**src/rtl/lsu_pkg.sv**
```systemverilog
package lsu_pkg;
  typedef enum logic [1:0] {
    ST_IDLE = 2'd0,
    ST_REQ  = 2'd1,
    ST_WAIT = 2'd2
  } lsu_state_e;
endpackage

```
**src/rtl/lsu_align.sv**
```systemverilog
// Lane placement for one access: byte enables and write data over two words.
module lsu_align #(
  parameter int DATA_W = 32,
  localparam int BYTES = DATA_W / 8,
  localparam int OFF_W = $clog2(BYTES),
  localparam int SZ_W  = $clog2(OFF_W + 1)
) (
  input  logic [OFF_W-1:0]  off_i,
  input  logic [SZ_W-1:0]   size_i,
  input  logic [DATA_W-1:0] wdata_i,
  output logic [SZ_W-1:0]   size_eff_o,
  output logic [BYTES-1:0]  be_lo_o,
  output logic [BYTES-1:0]  be_hi_o,
  output logic [DATA_W-1:0] wd_lo_o,
  output logic [DATA_W-1:0] wd_hi_o,
  output logic              split_o
);
  logic [2*BYTES-1:0]  mask_base;
  logic [2*BYTES-1:0]  mask_sh;
  logic [2*DATA_W-1:0] data_sh;
  int                  nbytes;

  always_comb begin
    size_eff_o = (int'(size_i) > OFF_W) ? SZ_W'(OFF_W) : size_i;
    nbytes     = 1 << size_eff_o;
    for (int i = 0; i < 2*BYTES; i++) mask_base[i] = (i < nbytes);
    mask_sh = mask_base << off_i;
    data_sh = {{DATA_W{1'b0}}, wdata_i} << {off_i, 3'b000};
    be_lo_o = mask_sh[BYTES-1:0];
    be_hi_o = mask_sh[2*BYTES-1:BYTES];
    wd_lo_o = data_sh[DATA_W-1:0];
    wd_hi_o = data_sh[2*DATA_W-1:DATA_W];
    split_o = |mask_sh[2*BYTES-1:BYTES];
  end
endmodule

```
**src/rtl/lsu_merge.sv**
```systemverilog
// Joins one or two returned words, right-aligns and extends the result.
module lsu_merge #(
  parameter int DATA_W = 32,
  localparam int BYTES = DATA_W / 8,
  localparam int OFF_W = $clog2(BYTES),
  localparam int SZ_W  = $clog2(OFF_W + 1)
) (
  input  logic [DATA_W-1:0] lo_i,
  input  logic [DATA_W-1:0] hi_i,
  input  logic [OFF_W-1:0]  off_i,
  input  logic [SZ_W-1:0]   size_i,
  input  logic              signed_i,
  output logic [DATA_W-1:0] result_o
);
  logic [DATA_W-1:0] sh;
  logic              fill;
  int                nb;

  always_comb begin
    sh   = DATA_W'({hi_i, lo_i} >> {off_i, 3'b000});
    nb   = 1 << size_i;
    fill = signed_i && sh[8*nb-1];
    for (int i = 0; i < BYTES; i++)
      result_o[8*i +: 8] = (i < nb) ? sh[8*i +: 8] : {8{fill}};
  end
endmodule

```
**src/rtl/lsu_split.sv**
```systemverilog
module lsu_split
  import lsu_pkg::*;
#(
  parameter int DATA_W = 32,
  parameter int ADDR_W = 32,
  localparam int BYTES = DATA_W / 8,
  localparam int OFF_W = $clog2(BYTES),
  localparam int SZ_W  = $clog2(OFF_W + 1)
) (
  input  logic              clk,
  input  logic              rst,
  input  logic              op_valid_i,
  input  logic              op_we_i,
  input  logic [SZ_W-1:0]   op_size_i,
  input  logic              op_signed_i,
  input  logic              op_postinc_i,
  input  logic [ADDR_W-1:0] op_base_i,
  input  logic [ADDR_W-1:0] op_offset_i,
  input  logic [DATA_W-1:0] op_wdata_i,
  output logic              busy_o,
  output logic              done_o,
  output logic [DATA_W-1:0] rdata_o,
  output logic [ADDR_W-1:0] upd_addr_o,
  output logic              mem_req_o,
  output logic [ADDR_W-1:0] mem_addr_o,
  output logic              mem_we_o,
  output logic [BYTES-1:0]  mem_be_o,
  output logic [DATA_W-1:0] mem_wdata_o,
  input  logic              mem_gnt_i,
  input  logic              mem_rvalid_i,
  input  logic [DATA_W-1:0] mem_rdata_i
);
  lsu_state_e        state_q;
  logic [ADDR_W-1:0] sum_addr, acc_addr;
  logic [SZ_W-1:0]   a_size;
  logic [BYTES-1:0]  a_be_lo, a_be_hi;
  logic [DATA_W-1:0] a_wd_lo, a_wd_hi;
  logic              a_split;

  logic [BYTES-1:0]  be_hi_q;
  logic [DATA_W-1:0] wd_hi_q, lo_word_q;
  logic              split_q, second_q, signed_q;
  logic [OFF_W-1:0]  off_q;
  logic [SZ_W-1:0]   size_q;
  logic [DATA_W-1:0] merge_lo, merge_hi, merged;
  logic              accept;

  assign sum_addr = op_base_i + op_offset_i;
  assign acc_addr = op_postinc_i ? op_base_i : sum_addr;
  assign accept   = op_valid_i && (state_q == ST_IDLE);

  lsu_align #(.DATA_W(DATA_W)) i_align (
    .off_i      (acc_addr[OFF_W-1:0]),
    .size_i     (op_size_i),
    .wdata_i    (op_wdata_i),
    .size_eff_o (a_size),
    .be_lo_o    (a_be_lo),
    .be_hi_o    (a_be_hi),
    .wd_lo_o    (a_wd_lo),
    .wd_hi_o    (a_wd_hi),
    .split_o    (a_split)
  );

  assign merge_lo = split_q ? lo_word_q : mem_rdata_i;
  assign merge_hi = split_q ? mem_rdata_i : '0;

  lsu_merge #(.DATA_W(DATA_W)) i_merge (
    .lo_i     (merge_lo),
    .hi_i     (merge_hi),
    .off_i    (off_q),
    .size_i   (size_q),
    .signed_i (signed_q),
    .result_o (merged)
  );

  always_ff @(posedge clk) begin
    if (rst) begin
      state_q     <= ST_IDLE;
      busy_o      <= 1'b0;
      done_o      <= 1'b0;
      rdata_o     <= '0;
      upd_addr_o  <= '0;
      mem_req_o   <= 1'b0;
      mem_addr_o  <= '0;
      mem_we_o    <= 1'b0;
      mem_be_o    <= '0;
      mem_wdata_o <= '0;
      be_hi_q     <= '0;
      wd_hi_q     <= '0;
      lo_word_q   <= '0;
      split_q     <= 1'b0;
      second_q    <= 1'b0;
      signed_q    <= 1'b0;
      off_q       <= '0;
      size_q      <= '0;
    end else begin
      done_o <= 1'b0;
      case (state_q)
        ST_IDLE: begin
          if (accept) begin
            state_q     <= ST_REQ;
            busy_o      <= 1'b1;
            mem_req_o   <= 1'b1;
            mem_addr_o  <= {acc_addr[ADDR_W-1:OFF_W], {OFF_W{1'b0}}};
            mem_we_o    <= op_we_i;
            mem_be_o    <= a_be_lo;
            mem_wdata_o <= a_wd_lo;
            be_hi_q     <= a_be_hi;
            wd_hi_q     <= a_wd_hi;
            split_q     <= a_split;
            second_q    <= 1'b0;
            signed_q    <= op_signed_i;
            off_q       <= acc_addr[OFF_W-1:0];
            size_q      <= a_size;
            upd_addr_o  <= sum_addr;
          end
        end
        ST_REQ: begin
          if (mem_gnt_i) begin
            if (!mem_we_o) begin
              mem_req_o <= 1'b0;
              state_q   <= ST_WAIT;
            end else if (split_q && !second_q) begin
              second_q    <= 1'b1;
              mem_addr_o  <= mem_addr_o + ADDR_W'(BYTES);
              mem_be_o    <= be_hi_q;
              mem_wdata_o <= wd_hi_q;
            end else begin
              mem_req_o <= 1'b0;
              state_q   <= ST_IDLE;
              busy_o    <= 1'b0;
              done_o    <= 1'b1;
            end
          end
        end
        ST_WAIT: begin
          if (mem_rvalid_i) begin
            if (split_q && !second_q) begin
              lo_word_q  <= mem_rdata_i;
              second_q   <= 1'b1;
              mem_addr_o <= mem_addr_o + ADDR_W'(BYTES);
              mem_be_o   <= be_hi_q;
              mem_req_o  <= 1'b1;
              state_q    <= ST_REQ;
            end else begin
              rdata_o <= merged;
              state_q <= ST_IDLE;
              busy_o  <= 1'b0;
              done_o  <= 1'b1;
            end
          end
        end
        default: state_q <= ST_IDLE;
      endcase
    end
  end

  // request fields frozen while the grant is outstanding
  p_hold_until_gnt_r3: assert property (@(posedge clk) disable iff (rst)
    (mem_req_o && !mem_gnt_i) |=> (mem_req_o && $stable(mem_addr_o) &&
      $stable(mem_be_o) && $stable(mem_we_o) && $stable(mem_wdata_o)));

  // word-aligned address and at least one lane per transaction
  p_word_aligned_r2: assert property (@(posedge clk) disable iff (rst)
    mem_req_o |-> (mem_addr_o[OFF_W-1:0] == '0 && mem_be_o != '0));

  // no memory traffic while the unit reports idle
  p_idle_quiet_r1: assert property (@(posedge clk) disable iff (rst)
    !busy_o |-> !mem_req_o);

  // acceptance raises busy on the next cycle
  p_accept_busy_r1: assert property (@(posedge clk) disable iff (rst)
    (op_valid_i && !busy_o) |=> busy_o);

  // completion ends a busy period
  p_done_ends_busy_r4: assert property (@(posedge clk) disable iff (rst)
    done_o |-> (!busy_o && $past(busy_o)));
endmodule

```
**config.mk**
```make
export PLATFORM = sky130hd
export DESIGN_NAME = lsu_split
export DESIGN_NICKNAME = d
export VERILOG_FILES = /design/src/rtl/lsu_pkg.sv /design/src/rtl/lsu_align.sv /design/src/rtl/lsu_merge.sv /design/src/rtl/lsu_split.sv
export SDC_FILE = /design/constraint.sdc
export NUM_CORES = 1
export LEC_CHECK = 0
export ABC_AREA = 1
export BUFFER_PORTS_ARGS = -buffer_cell sky130_fd_sc_hd__buf_2
export CAP_MARGIN = 10
export CORE_ASPECT_RATIO = 2
export CORE_MARGIN = 8
export CORE_UTILIZATION = 41
export DETAILED_ROUTE_END_ITERATION = 10
export GPL_TIMING_DRIVEN = 1
export HOLD_SLACK_MARGIN = 0.15
export SLEW_MARGIN = 10
export SYNTH_ARGS = -nofsm -noshare
export SYNTH_HDL_FRONTEND = slang
export SYNTH_HIERARCHICAL = 1
export SYNTH_SLANG_ARGS = --single-unit
```
**constraint.sdc**
```tcl
create_clock -name clk -period 2.35 [get_ports clk]
set_input_delay 0.1175 -clock clk [delete_from_list [all_inputs] [get_ports clk]]
set_output_delay 0.1175 -clock clk [all_outputs]
set_load 0.005 [all_outputs]
```
### Word-level counts from Yosys, hierarchy flattened

Cells that the tools add are included.

| storage, ports and cells | value |
|---|---|
| flip-flop bits (word level) | 213 |
| bits in latches | 0 |
| memory bits (writable) | 0 |
| memory bits (read-only) | 0 |
| input port bits | 138 |
| memories kept | 0 |

| operators by class | value |
|---|---|
| add/subtract/negate cells | 3 |
| multipliers | 0 |
| divide/modulo/power cells | 0 |
| $lt $le $gt $ge | 14 |
| eq/ne operators | 9 |
| shifts and indexed selects | 5 |
| multiplexer cells | 58 |
| bitwise logic cells | 1 |
| reductions and logical operators | 15 |

Operator list:

| cell | number |
|---|---|
| $mux W32 | 12 |
| $lt A3 B32 Y1 const A | 4 |
| $lt A4 B32 Y1 const A | 4 |
| $pmux W32 S3 | 1 |
| $lt A1 B32 Y1 const A | 2 |
| $lt A2 B32 Y1 const A | 2 |
| $pmux W32 S2 | 1 |
| $shl A1 B2 Y32 const A | 2 |
| $shl A32 B5 Y64 | 1 |
| $shr A64 B5 Y32 | 1 |
| $add A32 B3 Y32 const B | 1 |
| $add A32 B32 Y32 | 1 |
| $lt A32 B7 Y1 const B | 1 |
| $mux W8 | 4 |
| $sub A32 B2 Y32 const B | 1 |
| $mux W1 | 22 |
| $mux W4 | 5 |
| $mux W2 | 6 |
| $ne A2 B2 Y1 const B | 6 |
| $pmux W4 S3 | 1 |
| $reduce_and A5 Y1 | 2 |
| $pmux W1 S3 | 3 |
| $shl A8 B2 Y8 | 1 |
| $pmux W2 S3 | 1 |
| 17 further kinds | 20 |

### Logic depth before layout (Yosys ltp)

| depth | value |
|---|---|
| word-level depth | 7 |
| depth in mapped cells | 17 |
| gate-level depth less buffers | 15 |

### Modules after synthesis

The synthesis kept the hierarchy.

Modules (own cells, without submodules):

| module | instances | cells an instance | area an instance (µm²) | sequential area each (µm²) |
|---|---|---|---|---|
| lsu_split | 1 | 1852 | 11890.2 | 4224.1 |
| lsu_align | 1 | 250 | 1197.4 | 0.0 |
| lsu_merge | 1 | 250 | 1148.6 | 0.0 |

### Worst setup path after synthesis

OpenSTA, ideal clock, no wires.

| timing path | value |
|---|---|
| path kind | flip-flop to flip-flop |
| start point | reg split_q |
| end point | reg rdata_o[25] |
| library setup time | 0.070 ns |
| arrival | 2.065 ns |
| data required time | 2.280 ns |
| path slack | 0.215 ns |
| stages on the path, launching flop included | 18 |
| path buffers | 4 |
| cells stage by stage | dfxtp_1 buf_2 inv_2 clkbuf_1 clkbuf_1 nand2_1 o21ai_0 nand2_1 nand3_1 nand3_1 nand2_1 nand2_1 nand2_2 nand3_4 buf_6 nand2_1 o21ai_0 a21oi_1 |

| on the way | value |
|---|---|
| longest elaborated chain between the ends | 7 |
| elaborated cells between the ends (all ways) | 11 |
| classes of those cells | shift: 1; mux: 6; bitwise: 1; reduce/logical: 3 |

Ends and longest elaborated chain:

| element | line | text |
|---|---|---|
| from (decl) | lsu_split.sv:42 | `logic split_q, second_q, signed_q;` |
| from (signal assigned) | lsu_split.sv:110 | `split_q <= a_split;` |
| $mux W32 | lsu_split.sv:64 | `assign merge_lo = split_q ? lo_word_q : mem_rdata_i;` |
| net merge_lo[23] | lsu_split.sv:45 | `logic [DATA_W-1:0] merge_lo, merge_hi, merged;` |
| $shr A64 B5 Y32 | lsu_merge.sv:20 | `sh = DATA_W'({hi_i, lo_i} >> {off_i, 3'b000});` |
| $bmux W1 S5 | lsu_merge.sv:22 | `fill = signed_i && sh[8*nb-1];` |
| $mux W1 (not written as such) (2 in series) | lsu_merge.sv:22 |  |
| $logic_and A1 B1 Y1 | lsu_merge.sv:22 |  |
| $mux W8 | lsu_merge.sv:24 | `result_o[8*i +: 8] = (i < nb) ? sh[8*i +: 8] : {8{fill}};` |
| net merged[25] | lsu_split.sv:45 |  |
| to (signal assigned) | lsu_split.sv:146 | `rdata_o <= merged;` |
| to (decl) | lsu_split.sv:22 | `output logic [DATA_W-1:0] rdata_o,` |

The timed path passes the listed nets, and every way through them passes these cells. The select of a mux whose other input is x is not followed.
A chain may end at the register's enable or synchronous reset.

### Worst setup path in the final report

| timing path | value |
|---|---|
| start point | reg state_q[0] |
| end point | reg mem_addr_o[18] |

| on the way | value |
|---|---|
| longest elaborated chain between the ends | 4 |
| elaborated cells between the ends (all ways) | 11 |
| classes of those cells | eq/ne: 6; mux: 1; reduce/logical: 4 |

Ends and longest elaborated chain:

| element | line | text |
|---|---|---|
| from (decl) | lsu_split.sv:33 | `lsu_state_e state_q;` |
| from (signal assigned) | lsu_split.sv:78 | `state_q <= ST_IDLE;` |
| from (signal assigned) | lsu_split.sv:101 | `state_q <= ST_REQ;` |
| from (signal assigned) | lsu_split.sv:122 | `state_q <= ST_WAIT;` |
| $logic_not A2 Y1 | lsu_split.sv:50, lsu_split.sv:98 |  |
| $logic_and A1 B1 Y1 | lsu_split.sv:50 | `assign accept = op_valid_i && (state_q == ST_IDLE);` |
| $ne A2 B2 Y1 (no line) | n/a |  |
| $reduce_and A5 Y1 (no line) | n/a |  |
| to (signal assigned) | lsu_split.sv:104 | `mem_addr_o <= {acc_addr[ADDR_W-1:OFF_W], {OFF_W{1'b0}}};` |
| to (signal assigned) | lsu_split.sv:125 | `mem_addr_o <= mem_addr_o + ADDR_W'(BYTES);` |
| to (signal assigned) | lsu_split.sv:141 | `mem_addr_o <= mem_addr_o + ADDR_W'(BYTES);` |
| to (decl) | lsu_split.sv:25 | `output logic [ADDR_W-1:0] mem_addr_o,` |

Several ways; a longest one is shown, not always the timed one.

==> flow_metrics.env <==
export IMPL_syn_inst=2336
export IMPL_die_h_um=279
export IMPL_finalHoldViolCount=0
export IMPL_grt_max_degree=66
export IMPL_dieArea_sq_um=41100
export IMPL_maxSlewViolCount=0
export IMPL_worst_endpoint_required_ns=2.77
export IMPL_maxCapViolCount=0
export IMPL_path_cells="inv_1, ha_1, inv_1, o22ai_4, nor2_4, nand2_2, inv_2, o21ai_2, inv_2, buf_4, nand2_1, o22ai_1, a21oi_1"
export IMPL_finalNetCount=2856
export IMPL_antenna_found_initial=0
export IMPL_num_rows=96
export IMPL_max_freq_mhz=444
export IMPL_area_growth_syn_to_layout_pct=26.6
export IMPL_fin_crit_sh_pct=95.7
export IMPL_grt_total_usage_pct=28.1
export IMPL_worst_r2r_endpoint="mem_addr_o[18]"
export IMPL_cp_data_arrival_time_ns=2.67
export IMPL_outcome="complete, no violations"
export IMPL_gr_total_overflow=0
export IMPL_wl_per_cell_um=18.8
export IMPL_antennaDiodeCount=0
export IMPL_worst_setup_path_end_kind="register"
export IMPL_hpwl_mm=45.5
export IMPL_io_buffers=271
export IMPL_synth_area_per_cell_sq_um=6.07
export IMPL_drt_wl_total_mm=59.1
export IMPL_start_util_pct=41.4
export IMPL_holdPathStages=7
export IMPL_firstDrtPassIters=5
export IMPL_root_buffer="clkbuf_16"
export IMPL_fin_setup_tns_ns=0
export IMPL_r2r_start="state_q[0]"
export IMPL_setup_viol=0
export IMPL_first_global_vias=16315
export IMPL_crit_family="buffers and inverters"
export IMPL_route_detailed_drc=0
export IMPL_finalWeightedCongestion=0.980
export IMPL_critPathMaxStageDelay_ns=0.38
export IMPL_clockBufferDepth=3
export IMPL_synth_warnings=6
export IMPL_cts_tree="done"
export IMPL_peakVddDrop_mv=0.677
export IMPL_p_per_area_nw_per_um2=938
export IMPL_rrSetupSlack_ns=0.1
export IMPL_clock_sinks=211
export IMPL_path_max_fanout=15
export IMPL_first_iter_violations=876
export IMPL_num_io_pins=274
export IMPL_rsz0062_at_grt="no"
export IMPL_fin_skew_ns=0.0185
export IMPL_power_leakage_nw=9.01
export IMPL_die_x_um=147
export IMPL_grt_pass1_wl_mm=90.6
export IMPL_hold_slack_ns=0.170
export IMPL_netlist_area_sq_um=14200
export IMPL_worstSetupPathType="register to register"
export IMPL_hold_class="primary input to register"
export IMPL_fin_crit_ns=2.25
export IMPL_filler_cell_count=3595
export IMPL_detail_route_antenna_nets=0
export IMPL_numCtsBuffers=23
export IMPL_min_to="mem_wdata_o[9]"
export IMPL_drive_gt1_share_pct=16.7
export IMPL_num_vias=16418
export IMPL_slowest_stage="dfxtp_1"
export IMPL_relSlewSlack_pct=58.0
export IMPL_cts_clk_slew_worst_paths_ns=0.06
export IMPL_core_sq_um=34200
export IMPL_holdCritStartpoint="op_wdata_i[9]"
export IMPL_htreeDepth=1
export IMPL_worst_pin_slew_ns=0.624
export IMPL_clock_latency_ns=0.54
export IMPL_r2r_worst_path_cells=13
export IMPL_cp_start_kind="register"
export IMPL_critPathBufInv=5
export IMPL_via_per_inst=5.23
==> routing by layer <==
| metal | routed length [um] | track usage (%) |
|---|---|---|
| met1 | 21300 | 28.5 |
| met2 | 30400 | 51.1 |
| met3 | 2440 | 3.02 |
| met4 | 5030 | 22.1 |
| met5 | 0 | 0 |
==> sequential cells by signal, summed over array words and instances (netlist names), 2 cells and up <==
register / count
be_hi_q: 4
lo_word_q: 32
mem_addr_o: 30
mem_be_o: 4
mem_wdata_o: 32
off_q: 2
rdata_o: 32
size_q: 2
state_q: 2
upd_addr_o: 32
wd_hi_q: 32
==> report_power, final <==
group	internal (W)	switching [W]	leakage, nW
sequential	0.00447	0.000845	1.73
clock	0.00219	0.00162	0.380
combinational	0.00274	0.00497	6.90
==> final cells by class <==
| class | instances | area, sq um | area share, % |
|---|---|---|---|
| clock buffers | 30 | 652 | 3.63 |
| inverters | 294 | 1120 | 6.23 |
| multi-input cells | 1699 | 8170 | 45.5 |
| repair buffers | 451 | 3110 | 17.3 |
| flip-flops and latches | 211 | 4230 | 23.5 |
| clock inverters | 11 | 121 | 0.676 |
| well taps | 441 | 552 | 3.07 |
==> worst max path at each step <==
stage,end,cells after the start,slack (ns),start
after floorplan,rdata_o[25],17,0.22,split_q
after global placement,upd_addr_o[31],11,0.04,op_base_i[20]
after detailed placement,mem_wdata_o[18],11,0.08,op_base_i[0]
after CTS,upd_addr_o[31],13,0.08,op_base_i[18]
after global routing,mem_wdata_o[23],12,0.0004,op_base_i[0]
final,mem_addr_o[18],13,0.1,state_q[0]
==> per-stage QoR <==
stage	instance area, sq um	power (W)	instances	worst slack [ns]	util, %
after floorplan	14200	0.00975	2345	0.221	-
after global placement	16000	0.0128	2983	0.0361	46.8
after detailed placement	16000	0.0129	2983	0.0780	46.8
after CTS	17900	0.0169	3137	0.0792	52.4
after global routing	17900	0.0180	3137	0.000443	52.4
final	17900	0.0168	3137	0.0999	52.4
==> layout by cell type (no fill, tap or decap), types with 15 or more instances in the layout <==
cell             n
clkbuf_16       23
o21ai_1         15
a21oi_1        150
a31oi_1         39
inv_1          279
dlygate4sd3_1  113
nor3_1          18
nand2_1        618
nand3_1        148
o211ai_1        47
ha_1            37
buf_2          271
buf_4           57
nand2_2         22
dfxtp_1        210
o21ai_0        242
nor2_1         267
xor2_1          20
==> what timing repair did <==
item,CTS,global route
endpoints found under the setup margin,0,12
hold endpoints to repair,147,0
setup buffers,0,0
hold buffers,113,0
gates resized for setup,0,5
==> worst min-delay path, cell delays in order <==
cell and delay [ns]:
buf_2 0.10, inv_1 0.14, nand2_2 0.08, nand2_1 0.06, nor2_1 0.03, nand2_1 0.06, a31oi_1 0.07
Note: power is estimated with default switching activity, not from simulation.
